<file path="src/rtl/stall_guard_pkg.sv">
package stall_guard_pkg;

    typedef enum logic [1:0] {
        SG_IDLE  = 2'd0,
        SG_WATCH = 2'd1,
        SG_BURST = 2'd2,
        SG_REST  = 2'd3
    } sg_state_t;

    typedef struct packed {
        sg_state_t state;
        logic      drive;
        logic      locked;
    } sg_regs_t;

endpackage

</file>
<file path="src/rtl/stall_gap_timer.sv">
// Counts timebase ticks since the last hall edge, saturating at all ones.
module stall_gap_timer #(
    parameter int unsigned GAP_W = 8
) (
    input  logic             clk,
    input  logic             rst_n,
    input  logic             clear,
    input  logic             tick,
    output logic [GAP_W-1:0] gap
);
    localparam logic [GAP_W-1:0] GAP_TOP = '1;

    logic [GAP_W-1:0] gap_d, gap_q;

    always_comb begin
        gap_d = gap_q;
        if (clear) begin
            gap_d = '0;
        end else if (tick && (gap_q != GAP_TOP)) begin
            gap_d = gap_q + GAP_W'(1);
        end
    end

    always_ff @(posedge clk or negedge rst_n) begin
        if (!rst_n) gap_q <= '0;
        else        gap_q <= gap_d;
    end

    assign gap = gap_q;
endmodule

</file>
<file path="src/rtl/stall_duty_timer.sv">
// Phase counter for the burst and rest windows; wraps at a supplied terminal value.
module stall_duty_timer #(
    parameter int unsigned PH_W = 8
) (
    input  logic            clk,
    input  logic            rst_n,
    input  logic            clear,
    input  logic            tick,
    input  logic [PH_W-1:0] last,
    output logic            wrap
);
    logic [PH_W-1:0] ph_d, ph_q;
    logic            at_end;

    always_comb begin
        at_end = (ph_q == last);
        ph_d   = ph_q;
        if (clear) begin
            ph_d = '0;
        end else if (tick) begin
            ph_d = at_end ? '0 : ph_q + PH_W'(1);
        end
    end

    always_ff @(posedge clk or negedge rst_n) begin
        if (!rst_n) ph_q <= '0;
        else        ph_q <= ph_d;
    end

    assign wrap = tick && !clear && at_end;
endmodule

</file>
<file path="src/rtl/stall_guard.sv">
module stall_guard
    import stall_guard_pkg::*;
#(
    parameter int unsigned FWD_LIMIT   = 100,
    parameter int unsigned REV_LIMIT   = 20,
    parameter int unsigned DRIVE_TICKS = 500
) (
    input  logic clk,
    input  logic rst_n,
    input  logic run_req,
    input  logic stop_req,
    input  logic tick,
    input  logic hall_edge,
    input  logic dir_mismatch,
    output logic drive_en,
    output logic lock_active
);
    localparam int unsigned REST_RATIO = 6;
    localparam int unsigned REST_TICKS = REST_RATIO * DRIVE_TICKS;
    localparam int unsigned MAX_LIMIT  = (FWD_LIMIT > REV_LIMIT) ? FWD_LIMIT : REV_LIMIT;
    localparam int unsigned GAP_W      = $clog2(MAX_LIMIT + 1) + 1;
    localparam int unsigned PH_W       = $clog2(REST_TICKS + 1);
    localparam logic [GAP_W:0]  FWD_LIM_W  = (GAP_W+1)'(FWD_LIMIT);
    localparam logic [GAP_W:0]  REV_LIM_W  = (GAP_W+1)'(REV_LIMIT);
    localparam logic [PH_W-1:0] BURST_LAST = PH_W'(DRIVE_TICKS - 1);
    localparam logic [PH_W-1:0] REST_LAST  = PH_W'(REST_TICKS - 1);

    sg_regs_t r_d, r_q;

    logic [GAP_W-1:0] gap;
    logic [GAP_W:0]   gap_ext, gap_inc, limit;
    logic             in_lock, gap_clear, ph_clear, ph_wrap;
    logic             expire, quick_edge;
    logic [PH_W-1:0]  ph_last;

    always_comb begin
        in_lock    = (r_q.state == SG_BURST) || (r_q.state == SG_REST);
        limit      = dir_mismatch ? REV_LIM_W : FWD_LIM_W;
        gap_ext    = {1'b0, gap};
        gap_inc    = gap_ext + (GAP_W+1)'(1);
        expire     = tick && !hall_edge && (gap_inc >= limit);
        quick_edge = hall_edge && (gap_ext < limit);
        gap_clear  = stop_req || (r_q.state == SG_IDLE) || hall_edge;
        ph_clear   = !in_lock;
        ph_last    = (r_q.state == SG_BURST) ? BURST_LAST : REST_LAST;
    end

    stall_gap_timer #(.GAP_W(GAP_W)) u_gap (
        .clk   (clk),
        .rst_n (rst_n),
        .clear (gap_clear),
        .tick  (tick),
        .gap   (gap)
    );

    stall_duty_timer #(.PH_W(PH_W)) u_duty (
        .clk   (clk),
        .rst_n (rst_n),
        .clear (ph_clear),
        .tick  (tick),
        .last  (ph_last),
        .wrap  (ph_wrap)
    );

    always_comb begin
        r_d = r_q;
        if (stop_req) begin
            r_d.state = SG_IDLE;
        end else begin
            unique case (r_q.state)
                SG_IDLE:  if (run_req) r_d.state = SG_WATCH;
                SG_WATCH: if (expire)  r_d.state = SG_BURST;
                SG_BURST: begin
                    if (quick_edge)   r_d.state = SG_WATCH;
                    else if (ph_wrap) r_d.state = SG_REST;
                end
                SG_REST: begin
                    if (quick_edge)   r_d.state = SG_WATCH;
                    else if (ph_wrap) r_d.state = SG_BURST;
                end
                default: r_d.state = SG_IDLE;
            endcase
        end
        r_d.drive  = (r_d.state != SG_REST);
        r_d.locked = (r_d.state == SG_BURST) || (r_d.state == SG_REST);
    end

    always_ff @(posedge clk or negedge rst_n) begin
        if (!rst_n) begin
            r_q.state  <= SG_IDLE;
            r_q.drive  <= 1'b1;
            r_q.locked <= 1'b0;
        end else begin
            r_q <= r_d;
        end
    end

    assign drive_en    = r_q.drive;
    assign lock_active = r_q.locked;
endmodule

</file>
<file path="config.mk">
export PLATFORM = sky130hd
export DESIGN_NAME = stall_guard
export DESIGN_NICKNAME = d
export VERILOG_FILES = /design/src/rtl/stall_guard_pkg.sv /design/src/rtl/stall_gap_timer.sv /design/src/rtl/stall_duty_timer.sv /design/src/rtl/stall_guard.sv
export SDC_FILE = /design/constraint.sdc
export NUM_CORES = 1
export LEC_CHECK = 0
export BUFFER_PORTS_ARGS = -buffer_cell sky130_fd_sc_hd__buf_2
export CORE_MARGIN = 2
export CORE_UTILIZATION = 50
export CTS_CLUSTER_SIZE = 12
export DETAILED_ROUTE_END_ITERATION = 8
export GPL_TIMING_DRIVEN = 1
export MAX_ROUTING_LAYER = met4
export PLACE_DENSITY = 0.66
export SETUP_SLACK_MARGIN = 0.2
export SLEW_MARGIN = 20
export SYNTH_ARGS = -nofsm -noshare
export SYNTH_HDL_FRONTEND = slang
export SYNTH_SLANG_ARGS = --single-unit
</file>
<file path="constraint.sdc">
create_clock -name clk -period 2.6 [get_ports clk]
set_input_delay 0.26 -clock clk [delete_from_list [all_inputs] [get_ports clk]]
set_output_delay 0.26 -clock clk [all_outputs]
set_load 0.03 [all_outputs]
</file>
# Word-level counts from Yosys, hierarchy flattened
# Cells that the tools add are included.
dict set report op_classes {
  n_addsub 3
  n_mul 0
  div 0
  magnitude_cmp 2
  eq_ne 9
  shifts 0
  n_mux 15
  bitwise 0
  n_reduce_logical 13
}
# operator count
set op_table {}
lappend op_table {{12-bit 2-to-1 mux} 4}
lappend op_table {{8-bit 2-to-1 mux} 2}
lappend op_table {{2-bit 2-to-1 mux} 7}
lappend op_table {{12-bit by 1-bit adder with 12-bit output, second input constant} 1}
lappend op_table {{12-bit == test} 1}
lappend op_table {{8-bit by 1-bit adder with 9-bit output, second input constant} 1}
lappend op_table {{9-bit by 7-bit >= comparator with 1-bit output} 1}
lappend op_table {{8-bit by 1-bit adder with 8-bit output, second input constant} 1}
lappend op_table {{2-bit == test, second input constant} 4}
lappend op_table {{8-bit by 7-bit less-than comparator with 1-bit output} 1}
lappend op_table {{8-bit inequality test, second input constant} 1}
lappend op_table {{2-bit one-hot mux with 4 select lines} 1}
lappend op_table {{7-bit 2-to-1 mux} 1}
lappend op_table {{1-bit logical AND} 6}
lappend op_table {{1-bit logical OR} 4}
lappend op_table {{2-bit inequality test, second input constant} 2}
lappend op_table {{2-bit by 1-bit == test with 1-bit output, second input constant} 1}
lappend op_table {{2-bit zero test} 1}
lappend op_table {{2-bit nonzero test} 1}
lappend op_table {{1-bit zero test} 1}
dict set report word_totals {
  regBits 24
  latch_bits 0
  ramBits 0
  rom_bits 0
  elab_cells 47
  n_memories 0
}

# Depth between registers and ports, before layout
# Gate-level depths: netlist of run 1.
dict set report logic_depth {
  depth_word 10
  ltp_mapped 9
  depth_no_buf 9
}

# Cells and area by module
# A second synthesis of run 1 with hierarchy kept.
dict set report hier_totals {
  cells_unflattened 200
  hier_area_um2 1818.0
}
# mod n_inst cells_per_inst area_each_um2 seq_area_each_um2
set modules_own_cells {}
lappend modules_own_cells {stall_duty_timer 1 96 858.3 300.3}
lappend modules_own_cells {stall_guard 1 55 495.5 101.3}
lappend modules_own_cells {stall_gap_timer 1 49 464.2 200.2}

# Worst setup path before layout of run 1
# No wires, ideal clock.
dict set report synth_path {
  path_type {reg-to-reg}
  startpoint {reg u_duty.ph_q[9]}
  endpoint {reg u_duty.ph_q[8]}
  setup_ns 0.124
  t_arrival_ns 1.933
  slack_ns 0.543
  stages_incl_launch_ff 6
  cell_sequence {dfrtp_1 or4b_4 a2111oi_4 a21oi_2 and3_1 a211o_1}
}
dict set report synth_between {
  elab_chain_cells 4
}
# element line_no
set synth_rtl {}
lappend synth_rtl {{start: declaration} stall_duty_timer.sv:12} ;# logic [PH_W-1:0] ph_d, ph_q;
lappend synth_rtl {{start signal: assignment} stall_duty_timer.sv:27} ;# else ph_q <= ph_d;
lappend synth_rtl {{12-bit == test} stall_duty_timer.sv:16} ;# at_end = (ph_q == last);
lappend synth_rtl {{12-bit 2-to-1 mux} stall_duty_timer.sv:21} ;# ph_d = at_end ? '0 : ph_q + PH_W'(1);
lappend synth_rtl {{12-bit 2-to-1 mux} stall_duty_timer.sv:20} ;# end else if (tick) begin
lappend synth_rtl {{12-bit 2-to-1 mux} stall_duty_timer.sv:18} ;# if (clear) begin
# No other way between the ends. The select of a mux whose other input is x is not followed.
# A chain may end at the register's enable or synchronous reset.

# Worst setup path in the final report of run 1
dict set report layout_path {
  startpoint {reg u_duty.ph_q[9]}
  endpoint {reg u_duty.ph_q[9]}
}
dict set report layout_between {
  elab_chain_cells 4
}
# element line_no
set layout_rtl {}
lappend layout_rtl {{12-bit by 1-bit adder with 12-bit output / 12-bit == test (equally long branches)} {stall_duty_timer.sv:21, stall_duty_timer.sv:16}}
lappend layout_rtl {{12-bit 2-to-1 mux (*)} stall_duty_timer.sv:21}
lappend layout_rtl {{12-bit 2-to-1 mux (*)} stall_duty_timer.sv:20}
lappend layout_rtl {{12-bit 2-to-1 mux (*)} stall_duty_timer.sv:18}
# Mark *: on every way between the ends. The rest lies on a longest branch, timed or not. The select of a mux whose other input is x is not followed.

==> metrics.cfg, run 1 <==
[routing]
totalWireLength_um = 3075
firstDrtPassIters = 4
wire_per_inst_um = 14.50
dr_total_vias = 1274
drcViolationCount = 0
first_iter_violations = 56
vias_per_cell = 6.009
antenna_left = 0

[cells_and_area]
register_area_um2 = 601.8
area_growth_pct = 8.455
drive_above_1_share_pct = 12.85
design_area_um2 = 1669
fin_util_pct = 56.05
nets = 195
multi_input_area_um2 = 908.4
n_antenna_cell = 0
fillers = 280
layout.cells.non_filler = 212

[status]
status = completed

[sta]
worst_pin_slew_ps = 817.6
whs_ps = 230.6
hold_viol_final = 0
setup_violations = 0
min_period_over_period_pct = 87.27
finClkSkew_ps = 4.810
fin_tns_setup_ps = 0
slew_headroom_pct = 45.38
rsz0062_at_grt = false
fmax_ghz = 0.4407
fin_crit_ps = 2269
maxSlewViolCount = 0

[setup_path]
path_delay_family = compound AO/OA/AOI/OAI gates
startpoint_type = flip-flop
endpoint_kind = flip-flop
crit_slowest_cell = or4b_4
ff2ff_setup_slack_ps = 330
critPathKind = flip-flop to flip-flop
cp_num_buf_inv = 0
critical_path_required_ps = 2820
critical_path.max_stage_delay_ps = 560
critical_path_peak_fanout = 8
crit_arrival_ps = 2490
crit_chain = or4b_4, a2111oi_4, a21oi_2, and3_1, a211o_1

[floorplan]
initial_utilization_pct = 51.68
ios = 9
dieArea_um2 = 3538
die_x_um = 59.48
core_um2 = 2978
rows = 20
die_h_um = 59.48

[place]
dpl.cell_count = 207
globalplace.congestion = 0.8638
dpl_cell_area_um2 = 1602
port_buffers = 8
hpwl_um = 2222

[yosys]
synth.ff_latch_count = 24
syn-cell-area_um2 = 1539
synth-xor-area-share_pct = 6.260
synth-seq-area-share_pct = 39.11
ys.flop_type = dfrtp_1
synth_edf_count = 0
ys.warnings.count = 0
syn_inst = 170
synth_top_family_by_area = simple AND/OR/NAND/NOR gates
yosysUniqueCellTypes = 46
syn_nets = 185
synthAdderAreaFrac_pct = 6.504
syn_area_per_cell_um2 = 9.053
yosys-mux-area-fraction_pct = 1.951
synthSimpleGateAreaFrac_pct = 24.72
synth-compound-area-share_pct = 19.27
async_flop_share_pct = 100.0

[clock_tree]
clk_pin_slew_ps = 150
cts_root_buffer = clkbuf_4
max-clock-path-buffers = 2
postCtsSetupBuffers = 0
clock-sinks = 24
insertion_delay_ps = 320
htree_levels = 1
cts_tree = yes
numCtsBuffers = 3

[global_route]
grt_overflow = 0
grt_pass1_wl_um = 5278
antenna_found_initial = 0
grt_usage_pct = 20.08
grt_start_max_net_pins = 25
grt_pass1_vias = 1222

[power]
p_leak_nw = 0.7451
vdd_drop_max_mv = 0.1843
powerDensity_nw_per_um2 = 410.4

[run]
max-cap-violations = 0

[worst_hold_path]
hp-class = primary input to flip-flop

## stage by stage
step | worst slack (ps) | total power [mW]
global route | 227.3 | 0.7141
CTS | 347.3 | 0.6896
global placement | 420.7 | 0.4122
floorplan | 542.8 | 0.3956
detailed placement | 367.3 | 0.4132
finish | 331.0 | 0.6851
## registers in the layout, indices dropped and copies added, names as in the netlist
register and flops:
r_q 2, drive_en 1, u_gap.gap 8, u_duty.ph_q 12
lock_active 1
## report_power, final
part | total (mW) | internal, mW | switching, mW | leakage, nW
Sequential | 0.377 | 0.375 | 0.00215 | 0.330
Clock | 0.278 | 0.156 | 0.122 | 0.0279
Combinational | 0.0303 | 0.0105 | 0.0198 | 0.387
Total | 0.685 | 0.541 | 0.144 | 0.745
## tightest hold or removal path: stages
cell and delay [ps]:
buf_2 90, nor2_1 60, a21boi_0 120
## layout by cell type, fill, tap and decap left out, types with 8 or more instances in the layout
| cell type | n |
|---|---|
| dfrtp_1 | 23 |
| nor2_1 | 19 |
| nand2_1 | 18 |
| nand3_1 | 10 |
| o21ai_0 | 9 |
| xor2_1 | 8 |
| nor3_1 | 8 |
| ha_1 | 8 |
| buf_2 | 8 |
## worst paths after layout
path | from | to | cells after the start
max | u_duty.ph_q[9]$_DFFE_PN0P_ | u_duty.ph_q[9]$_DFFE_PN0P_ | 5
min | stop_req | r_q[2]$_DFF_PN0_ | 3
max reg2reg | u_duty.ph_q[9]$_DFFE_PN0P_ | u_duty.ph_q[9]$_DFFE_PN0P_ | 5
min reg2reg | u_duty.ph_q[10]$_DFFE_PN0P_ | u_duty.ph_q[10]$_DFFE_PN0P_ | 1
max in group asynchronous | rst_n | drive_en$_DFF_PN1_ | 2
min in group asynchronous | rst_n | r_q[3]$_DFF_PN0_ | 2
## routing by layer
layer | wire [um] | GRT usage [%] | vias to the layer above
met5 | 0 | - | -
met3 | 74 | 1.965 | 4
met1 | 1628 | 27.20 | 607
met2 | 1350 | 30.93 | 25
li1 | - | - | 638
met4 | 21 | 7.792 | 0
## area by class of cell
class | instances | share of cell area [%]
clock inverters | 1 | 1.799
repair buffers | 9 | 2.999
clock buffers | 3 | 1.349
well taps | 33 | 2.474
flip-flops and latches | 24 | 36.06
inverters | 4 | 0.8996
multi-input cells | 138 | 54.42
## logic make-up after synthesis
family,Yosys count
adders and majority gates,8
xor gates and xnor gates,11
AOI/OAI and AO/OA,39
buffers and inverters,8
DFF,24
and+or+nand+nor,77
muxes,3
## repair_timing
action	CTS	global route
endpoints found under the hold margin	23	0
resized for setup	0	1
endpoints found under the setup margin	0	1
hold buffers	1	0
## cells in the mapped netlist (4+ instances only)
| library cell | n | area [um2] |
|---|---|---|
| ha_1 | 8 | 100.1 |
| nor2_1 | 19 | 71.32 |
| and2_1 | 4 | 25.02 |
| nand4_1 | 4 | 25.02 |
| inv_1 | 4 | 15.01 |
| nand2_1 | 18 | 67.56 |
| nand3_1 | 10 | 50.05 |
| dfrtp_1 | 23 | 575.6 |
| nor3_1 | 8 | 40.04 |
| o21ai_0 | 9 | 45.04 |
| xor2_1 | 8 | 70.07 |
Note: power is estimated with default switching activity, not from simulation.
==> run 2: changes to the inputs <==
ABC_AREA = 1   (was default)
GPL_TIMING_DRIVEN = default   (was 1)
PLACE_DENSITY = 0.65   (was 0.66)
==> metrics.cfg, run 2 <==
[status]
status = completed

[floorplan]
die_x_um = 59.66  ; +0.30%
ios = 9  ; unchanged
dieArea_um2 = 3559  ; +0.61%
rows = 20  ; unchanged
core_um2 = 3003  ; +0.84%
die_h_um = 59.66  ; +0.30%
initial_utilization_pct = 51.58  ; -0.097 points

[global_route]
grt_pass1_vias = 1258  ; +2.9%
grt_start_max_net_pins = 25  ; unchanged
grt_overflow = 0  ; unchanged
grt_usage_pct = 20.07  ; about the same
grt_pass1_wl_um = 5368  ; +1.7%
antenna_found_initial = 0  ; unchanged

[yosys]
synth.ff_latch_count = 24  ; unchanged
syn_inst = 213  ; +25%
ys.warnings.count = 0  ; unchanged
async_flop_share_pct = 100.0  ; unchanged
syn_area_per_cell_um2 = 7.272  ; -20%
synth_edf_count = 0  ; unchanged
synth-seq-area-share_pct = 38.85  ; -0.25 points
synth_top_area_cell = dfrtp_1
synth_common_cells = 50 x nand2_1, 38 x inv_1, 23 x dfrtp_1
syn-cell-area_um2 = 1549  ; +0.65%
synth_area_leaders = dfrtp_1 37%, nand2_1 12%, inv_1 9.2%, ha_1 6.5%, nand3_1 6.1%
post-synth-top-count-cell = nand2_1
syn_nets = 228  ; +23%
synth_top_area_share_pct = 37.16  ; -0.24 points
yosysUniqueCellTypes = 22  ; -52%
ys.flop_type = dfrtp_1

[run]
max-cap-violations = 0  ; unchanged

[routing]
drcViolationCount = 0  ; unchanged
first_iter_violations = 64  ; +14%
antenna_left = 0  ; unchanged
dr_total_vias = 1344  ; +5.5%
wire_per_inst_um = 12.04  ; -17%
totalWireLength_um = 3095  ; +0.65%
firstDrtPassIters = 4  ; unchanged
vias_per_cell = 5.230  ; -13%

[clock_tree]
cts_root_buffer = clkbuf_4
max-clock-path-buffers = 2  ; unchanged
clk_pin_slew_ps = 130  ; -20 ps
cts_resized = 0  ; unchanged
htree_levels = 1  ; unchanged
postCtsSetupBuffers = 0  ; unchanged
insertion_delay_ps = 300  ; -20 ps
clock-sinks = 24  ; unchanged
cts_hold_buf = 1  ; unchanged
cts_tree = yes
numCtsBuffers = 3  ; unchanged

[worst_hold_path]
whs_endpoint = lock_active$_DFF_PN0_
hp-start = stop_req
hp-class = primary input to flip-flop
whs_path_depth = 2  ; -1

[sta]
finClkSkew_ps = 5.808  ; +0.9982 ps
hold_viol_final = 0  ; unchanged
fmax_ghz = 0.5022  ; +14%
slew_headroom_pct = 62.97  ; +18 points
maxSlewViolCount = 0  ; unchanged
fin_crit_ps = 1991  ; -278.0 ps
fin_tns_setup_ps = 0  ; unchanged
worst_pin_slew_ps = 555.4  ; -262.1 ps
rsz0062_at_grt = false
setup_violations = 0  ; unchanged
min_period_over_period_pct = 76.58  ; -11 points

[setup_path]
startpoint_type = flip-flop
crit_chain = ha_1, nand3_1, nor2_1, nor2_1, nor2_1, ha_1, a21oi_1, nand2_1, nor2_1, nand2_1, nand2_1, nand2_1, a21oi_1
crit_slowest_cell = dfrtp_1
path_delay_family = simple AND/OR/NAND/NOR gates
r2r_end = r_q[2]$_DFF_PN0_
ff2ff_setup_slack_ps = 610  ; +280 ps
critical_path_required_ps = 2840  ; +20 ps
endpoint_kind = flip-flop
worstRegToRegCells = 13  ; +8
critPathKind = flip-flop to flip-flop
crit_arrival_ps = 2230  ; -260 ps
critical_path_peak_fanout = 4  ; -4
r2r_start = u_gap.gap[0]$_DFFE_PN0P_
critical_path.max_stage_delay_ps = 410  ; -150 ps
cp_num_buf_inv = 0  ; unchanged

[power]
powerDensity_nw_per_um2 = 349.8  ; -15%
vdd_drop_max_mv = 0.2580  ; +40%
p_leak_nw = 0.8757  ; +18%
finalPower_mw = 0.5798  ; -15%

[cells_and_area]
area_growth_pct = 7.027
n_antenna_cell = 0  ; unchanged
top_register = u_duty.ph_q
nets = 240  ; +23%
register_area_um2 = 601.8  ; unchanged
largest_reg_flops = 12  ; unchanged
drive_above_1_share_pct = 8.482  ; -4.4 points
mostFrequentLayoutCells = 50 x nand2_1, 38 x inv_1, 23 x dfrtp_1
layout_commonest_cell = nand2_1
multi_input_area_um2 = 795.8  ; -12%
fillers = 305  ; +8.9%

[place]
hpwl_um = 2372  ; +6.8%
port_buffers = 8  ; unchanged
globalplace.congestion = 0.8764  ; +1.5%

-- run 2: cell types whose count changed after synthesis, moves of 4 or more --
cell,delta
a21oi_1,+5
nand3_1,+9
nand2_1,+32
o22ai_1,+5
inv_1,+34
o21ai_0,+4
nor3_1,-8
and2_1,-4
-- run 2: metal layers --
layer,track usage [%],vias up,routed length [um]
li1,-,710,-
met2,31.68,26,1371
met3,2.814,4,110
met4,5.714,0,34
met5,-,-,0
met1,26.95,604,1578
-- run 2: worst max path at each step --
stage | startpoint | endpoint | slack, ps | cells past startpoint
after floorplan | u_gap.gap[0]$_DFFE_PN0P_ | r_q[2]$_DFF_PN0_ | 790 | 13
after global placement | u_gap.gap[0]$_DFFE_PN0P_ | r_q[2]$_DFF_PN0_ | 700 | 13
after detailed placement | u_gap.gap[0]$_DFFE_PN0P_ | drive_en$_DFF_PN1_ | 660 | 14
after CTS | u_gap.gap[0]$_DFFE_PN0P_ | r_q[2]$_DFF_PN0_ | 600 | 13
after global routing | u_gap.gap[0]$_DFFE_PN0P_ | drive_en$_DFF_PN1_ | 300 | 14
final | u_gap.gap[0]$_DFFE_PN0P_ | r_q[2]$_DFF_PN0_ | 610 | 13
-- run 2: kinds of logic after synthesis --
group	count (synthesis)	synth area share, %
AO/OA/AOI/OAI	30	10.18
XOR/XNOR	8	4.524
adder cells (fa/ha/maj)	8	6.462
buffers and inverters	40	9.773
flip-flops	24	38.85
AND/OR/NAND/NOR	103	30.21
-- run 2: cell type report --
cell class | count | share of cell area [%]
timing repair buffer | 9 | 3.019
tap | 33 | 2.491
sequential | 24 | 36.30
multi-input combinational | 149 | 48.00
clock buffer | 4 | 1.585
inverter | 38 | 8.604
-- run 2: report_power, final --
group / total, mW / internal, mW / leakage, nW / switching [mW]
Combinational: 0.0359 / 0.0108 / 0.530 / 0.0251
Sequential: 0.376 / 0.375 / 0.330 / 0.00112
Clock: 0.168 / 0.0597 / 0.0150 / 0.108
-- run 2: stage by stage --
step	utilization, %	setup slack (ps)	cell area [um2]	cells	hold WS (ps)
after floorplan	-	790.9	1549	213	-35.59
final	55.21	609.0	1658	257	136.3
after CTS	55.21	601.4	1658	257	121.9
after detailed placement	54.00	662.0	1622	252	278.9
after global routing	55.21	297.8	1658	257	127.0
after global placement	54.00	698.8	1622	252	273.6
